File: src/rtl/sbsram_pkg.sv
package sbsram_pkg;
  typedef enum logic {SEL_OFF = 1'b0, SEL_ON = 1'b1} sel_state_t;
  localparam int BURST_W = 2;
endpackage

File: src/rtl/sbsram_ctrl.sv
module sbsram_ctrl
  import sbsram_pkg::*;
#(
  parameter int ADDR_W = 6
) (
  input  logic              clk,
  input  logic              rst,
  input  logic              ce1_n,
  input  logic              ce2,
  input  logic              ce3_n,
  input  logic              adsp_n,
  input  logic              adsc_n,
  input  logic              adv_n,
  input  logic [ADDR_W-1:0] addr,
  output logic              acc,
  output logic [ADDR_W-1:0] acc_addr,
  output logic              fresh,
  output logic              desel_evt
);
  localparam int HI_W = ADDR_W - BURST_W;

  sel_state_t         state_q;
  logic [HI_W-1:0]    base_q;
  logic [BURST_W-1:0] cnt_q;
  logic               fresh_q;
  logic               sel, strb;

  assign sel  = !ce1_n && ce2 && !ce3_n;
  assign strb = (!adsp_n && !ce1_n) || !adsc_n;

  always_ff @(posedge clk) begin
    if (rst) begin
      state_q <= SEL_OFF;
      base_q  <= '0;
      cnt_q   <= '0;
      fresh_q <= 1'b0;
    end else begin
      fresh_q <= strb && sel && (state_q == SEL_OFF);
      if (strb && sel) begin
        state_q <= SEL_ON;
        base_q  <= addr[ADDR_W-1:BURST_W];
        cnt_q   <= addr[BURST_W-1:0];
      end else if (strb) begin
        state_q <= SEL_OFF;
      end else if (state_q == SEL_ON && !adv_n) begin
        cnt_q <= cnt_q + 1'b1;
      end
    end
  end

  assign acc       = (state_q == SEL_ON);
  assign acc_addr  = {base_q, cnt_q};
  assign fresh     = fresh_q;
  assign desel_evt = strb && !sel;

  // advance steps the counter by one with 2-bit wrap
  a_r3_advance: assert property (@(posedge clk) disable iff (rst)
    (acc && !strb && !adv_n) |=> (cnt_q == $past(cnt_q) + 2'd1));
  // a processor strobe under ce1_n high leaves the captured address alone
  a_r2_adsp_masked: assert property (@(posedge clk) disable iff (rst)
    (!adsp_n && ce1_n && adsc_n) |=> ($stable(base_q) && $stable(state_q)));
endmodule

File: src/rtl/sbsram_wdec.sv
module sbsram_wdec #(
  parameter int LANES = 4
) (
  input  logic             acc,
  input  logic             gw_n,
  input  logic             bwe_n,
  input  logic [LANES-1:0] bw_n,
  output logic [LANES-1:0] lane_we,
  output logic             rd_en
);
  logic wr_cyc;

  assign wr_cyc = !gw_n || !bwe_n;

  always_comb begin
    lane_we = '0;
    if (acc) begin
      if (!gw_n)       lane_we = '1;
      else if (!bwe_n) lane_we = ~bw_n;
    end
  end

  assign rd_en = acc && !wr_cyc;
endmodule

File: src/rtl/sbsram_array.sv
module sbsram_array #(
  parameter int ADDR_W = 6,
  parameter int LANES  = 4,
  parameter int LANE_W = 9
) (
  input  logic                    clk,
  input  logic [LANES-1:0]        lane_we,
  input  logic                    rd_en,
  input  logic [ADDR_W-1:0]       a,
  input  logic [LANES*LANE_W-1:0] wdata,
  output logic [LANES*LANE_W-1:0] rdata
);
  localparam int DEPTH  = 1 << ADDR_W;
  localparam int WORD_W = LANES * LANE_W;

  logic [WORD_W-1:0] mem [DEPTH];
  logic [WORD_W-1:0] rd_q;

  always_ff @(posedge clk) begin
    for (int l = 0; l < LANES; l++) begin
      if (lane_we[l]) mem[a][l*LANE_W +: LANE_W] <= wdata[l*LANE_W +: LANE_W];
    end
    if (rd_en) rd_q <= mem[a];
  end

  assign rdata = rd_q;
endmodule

File: src/rtl/sbsram_core.sv
module sbsram_core #(
  parameter int ADDR_W = 6,
  parameter int LANES  = 4,
  parameter int LANE_W = 9
) (
  input  logic                    clk,
  input  logic                    rst,
  input  logic                    ce1_n,
  input  logic                    ce2,
  input  logic                    ce3_n,
  input  logic                    adsp_n,
  input  logic                    adsc_n,
  input  logic                    adv_n,
  input  logic                    gw_n,
  input  logic                    bwe_n,
  input  logic [LANES-1:0]        bw_n,
  input  logic [ADDR_W-1:0]       addr,
  input  logic                    oe_n,
  input  logic [LANES*LANE_W-1:0] dq_in,
  output logic [LANES*LANE_W-1:0] dq_out,
  output logic                    dq_oe
);
  logic              acc, fresh, desel_evt, rd_en;
  logic [ADDR_W-1:0] acc_addr;
  logic [LANES-1:0]  lane_we;
  logic              rvld_q, mask_q;

  sbsram_ctrl #(.ADDR_W(ADDR_W)) ctrl_i (
    .clk(clk), .rst(rst), .ce1_n(ce1_n), .ce2(ce2), .ce3_n(ce3_n),
    .adsp_n(adsp_n), .adsc_n(adsc_n), .adv_n(adv_n), .addr(addr),
    .acc(acc), .acc_addr(acc_addr), .fresh(fresh), .desel_evt(desel_evt)
  );

  sbsram_wdec #(.LANES(LANES)) wdec_i (
    .acc(acc), .gw_n(gw_n), .bwe_n(bwe_n), .bw_n(bw_n),
    .lane_we(lane_we), .rd_en(rd_en)
  );

  sbsram_array #(.ADDR_W(ADDR_W), .LANES(LANES), .LANE_W(LANE_W)) array_i (
    .clk(clk), .lane_we(lane_we), .rd_en(rd_en), .a(acc_addr),
    .wdata(dq_in), .rdata(dq_out)
  );

  always_ff @(posedge clk) begin
    if (rst) begin
      rvld_q <= 1'b0;
      mask_q <= 1'b0;
    end else begin
      rvld_q <= rd_en;
      mask_q <= rd_en && fresh;
    end
  end

  assign dq_oe = rvld_q && !mask_q && !oe_n;

  // global write reaches every lane
  a_r4_global_all: assert property (@(posedge clk) disable iff (rst)
    (acc && !gw_n) |-> (lane_we == '1));
  // without any write enable no lane is written
  a_r5_no_lane: assert property (@(posedge clk) disable iff (rst)
    (gw_n && bwe_n) |-> (lane_we == '0));
  // first read after selection from idle never drives
  a_r8_first_mask: assert property (@(posedge clk) disable iff (rst)
    (fresh && rd_en) |=> !dq_oe);
  // after a deselect the bus is released from the second cycle on
  a_r9_release: assert property (@(posedge clk) disable iff (rst)
    desel_evt |=> ##1 !dq_oe);
endmodule

File: config.mk
export PLATFORM = sky130hd
export DESIGN_NAME = sbsram_core
export DESIGN_NICKNAME = d
export VERILOG_FILES = /design/src/rtl/sbsram_pkg.sv /design/src/rtl/sbsram_ctrl.sv /design/src/rtl/sbsram_wdec.sv /design/src/rtl/sbsram_array.sv /design/src/rtl/sbsram_core.sv
export SDC_FILE = /design/constraint.sdc
export NUM_CORES = 2
export LEC_CHECK = 0
export BUFFER_PORTS_ARGS = -buffer_cell sky130_fd_sc_hd__buf_2
export CAP_MARGIN = 20
export CELL_PAD_IN_SITES_DETAIL_PLACEMENT = 1
export CELL_PAD_IN_SITES_GLOBAL_PLACEMENT = 1
export CORE_ASPECT_RATIO = 0.6
export CORE_MARGIN = 2
export CORE_UTILIZATION = 55
export DETAILED_ROUTE_END_ITERATION = 7
export HOLD_SLACK_MARGIN = 0.12
export PLACE_DENSITY_LB_ADDON = 0.1
export SLEW_MARGIN = 15
export SYNTH_ARGS = -nofsm -noshare
export SYNTH_HDL_FRONTEND = slang
export SYNTH_SLANG_ARGS = --single-unit
File: constraint.sdc
create_clock -name clk -period 3 [get_ports clk]
set_input_delay 0.3 -clock clk [delete_from_list [all_inputs] [get_ports clk]]
set_output_delay 0.3 -clock clk [all_outputs]
set_load 0.02 [all_outputs]
==> metrics.md <==
| Metric | Value |
|---|---|
| Status | finished with violations |
| Die height | 316 um |
| Commonest cells post-synth | edfxtp_1 (2340), nor2_1 (405), a22oi_1 (395) |
| Share of cells above drive strength 1 | 21.2% |
| Dominant cell by count in the synthesized netlist | edfxtp_1 |
| Gr ovfl total | 0 |
| CP Class | reg2reg |
| Final Max Slew Viols | 0 |
| Worst Setup End Kind | register |
| CP cell instances | buf_4 -> nand3b_1 -> o32ai_1 -> nor4_1 -> buf_4 -> o211ai_1 -> or4_1 |
| Post-synthesis average cell area | between 15 and 20 um2 |
| Worst rel slew slack | 20.4% |
| Failing checks | setup timing |
| PortBufs | 93 |
| Clk slew on worst S/H paths | 70 ps |
| Fmax achieved | 326 MHz |
| Drt pass-1 iters | 6 |
| Distinct cells, synth | 55 |
| Worst Path Arrival | approximately 3700 ps |
| Max stage delay on crit path | 610 ps |
| Synth top area cells | edfxtp_1 (79%), a22oi_1 (3.3%), a221oi_1 (3.2%) |
| CP max-delay cell | nand3b_1 |
| Yosys reg bits | roughly 2400 |
| Worst endpoint required time | between 3000 and 4000 ps |
| Placed Area | 97500 um2 |
| Vias in the first global route | 56800 |
| Max Used Layer | met5 |
| Routed wl met2 | 137000 um |
| H-tree Lvls | 4 |
| CORE AREA | approximately 160000 um2 |
| Root buffer cell | clkbuf_16 |
| Initial antenna violation count | 22 |
| Sequential-to-total area share from yosys stat | 78.8% |
| Mapped Cells | 5128 |
| Highest net fanout along the worst path | 8 |
| Site Rows | 114 |
| CP Launch Type | register |
| Area grow syn2layout | 17.0% |
| Peak VDD IR | 0.595 mV |
| Routed vias/inst | slightly above 7 |
| DRC Markers | 0 |
| Overall Power | 66.3 mW |
| Cell taking the most area after synthesis | edfxtp_1 |
| Via count | approximately 58000 |
| Die Wd | 525 um |
| Min Tclk post-route | 3060 ps |
| Pleak | roughly 33 nW |
| HPWL after DPL | 216000 um |
| IO Count | 94 |
| Starting Density | a little under three fifths |
| Hold Worst Slack | between 150 and 200 ps |
| Post-synth EDFFs | 2340 |
| Met1 wire length | 125000 um |
| Buffers & Inverters on Critical Path | 2 |
| Worst-case clock buffer depth | 4 |
| Synth Net Count | approximately 5200 |
| Worst R2R Setup Slack | -60 ps |
| Global-route wire length before repair | 449000 um |
| Fillers | 13800 |
| CTS Sinks | roughly 2400 |
| Routed length per placed instance | 39.8 um |
| Die ar. | approximately 170000 um2 |
| Met3 WL | about 47000 um |
| Synth warn | 0 |
| Clock Skew | 39.8 ps |
| Post-Syn Area | 89400 um2 |
| Final antenna-violating net count | 0 |
| Largest net degree at the start of global routing | 104 |
| Synth top area share | 78.6% |
| Pwr/cell area | roughly 630 nW/um2 |
| Hold Path Class | in2reg |
| Final non-filler cell area | 105000 um2 |
| Clk_lat worst skew | 880 ps |
| Fin. Hold Viols | 0 |
| Nets@finish | 5861 |
| Iteration-0 DRC Markers | between 10000 and 15000 |
| Fin crit share | 102% |
| TritonCTS Buffers | 213 |
| Ys flop type | edfxtp_1 |
| Final setup violation count | 63 |
| Final wirelength | 324000 um |
| Crit path setup slack, layout | -63.3 ps |
| Worst Max-Slew Pin Slew | 1190 ps |
| MaxCap Viol Count | 0 |
| CTS tree | built |
| Asr flop ratio synth | 0% |
| GR Util All Layers | 38.8% |
| GPL Wtd Cong | 0.951 |
| Most used cell, CP | buf_4 |
| Delay-heaviest family, CP | simple AND/OR/NAND/NOR gates |
[report_power, final]
part	switching [mW]	internal, mW	total, mW
Clock	12.2	14.5	26.7
Combinational	2.42	1.08	3.51
Sequential	0.0262	36.1	36.1
[layout by cell type (no fill, tap or decap), types with 63 or more instances in the layout]
cell	instances
o21ai_0	151
buf_2	92
a221oi_1	326
clkbuf_16	218
buf_12	96
edfxtp_1	2340
nand2_1	152
nor2_1	394
a22oi_1	394
buf_4	614
a21oi_1	153
mux2i_1	119
o22ai_1	127
mux4_2	95
clkbuf_1	63
[area by class of cell]
type                       count  area [um2]  area share (%)
timing repair buffer         852        7550            7.21
clock buffer                 280        5670            5.41
inverter                       2        10.0         0.00956
multi-input combinational   2385       17400            16.6
tap                         2146        2690            2.57
sequential                  2350       70500            67.3
antenna                       21        52.6          0.0502
clock inverter               100         825           0.788
[path summary, 6_finish.rpt]
check,from,endpoint,cells after the start
hold / removal,ce3_n,ctrl_i.fresh$_SDFF_PP0_,4
setup / recovery,ctrl_i.base_q[2]$_SDFFE_PP0P_,array_i.rdata[27]$_DFFE_PP_,7
hold reg to reg,ctrl_i.fresh$_SDFF_PP0_,mask_q$_SDFF_PP0_,1
setup reg to reg,ctrl_i.base_q[2]$_SDFFE_PP0P_,array_i.rdata[27]$_DFFE_PP_,7
[sequential cells by signal (all words and copies together) (netlist names)]
register,cells
array_i.mem,2304
array_i.rdata,36
ctrl_i.acc,1
ctrl_i.base_q,4
ctrl_i.cnt_q,2
ctrl_i.fresh,1
mask_q,1
rvld_q,1
[cells by family (layout without fill, tap and decap cells)]
group,count (synthesis),count (layout),synth area share [%]
xor gates and xnor gates,2,2,0.0196
DFF,2350,2350,78.8
buffers and inverters,393,1234,1.96
other,0,21,0
AOI/OAI and AO/OA,1393,1393,11.4
muxes,266,266,4.38
and+or+nand+nor,724,724,3.49
[per-stage QoR]
step,setup slack (ps),instances,utilization [%],TNS (ps)
floorplan,508,5128,-,0
global placement,-91.2,7680,60.4,-1350
detailed placement,-112,7682,60.4,-3190
CTS,37.0,8106,64.8,0
global route,-0.900,8120,64.9,-0.900
finish,-63.3,8136,64.9,-2100
[worst reg2reg max path, cell delays in order (launching register included)]
cell      delay (ps)
dfxtp_1          470
buf_4            210
nand3b_1         620
o32ai_1          200
nor4_1           290
buf_4            190
o211ai_1         240
or4_1            560
[per-layer routing]
layer | global-route usage (%) | up-vias
met5 | 0.611 | -
met2 | 54.7 | 4488
met4 | 15.5 | 14
met3 | 11.9 | 708
li1 | - | 22600
met1 | 56.9 | 30100
[what timing repair did]
action / in CTS / in global routing
endpoints found under the setup margin: 110 / 62
pin swaps: 0 / 5
cloned: 0 / 1
gates resized for setup: 8 / 13
hold buffers: 44 / 1
endpoints found under the hold margin: 812 / 64
buffers inserted: 0 / 7
Note: power is estimated with default switching activity, not from simulation.
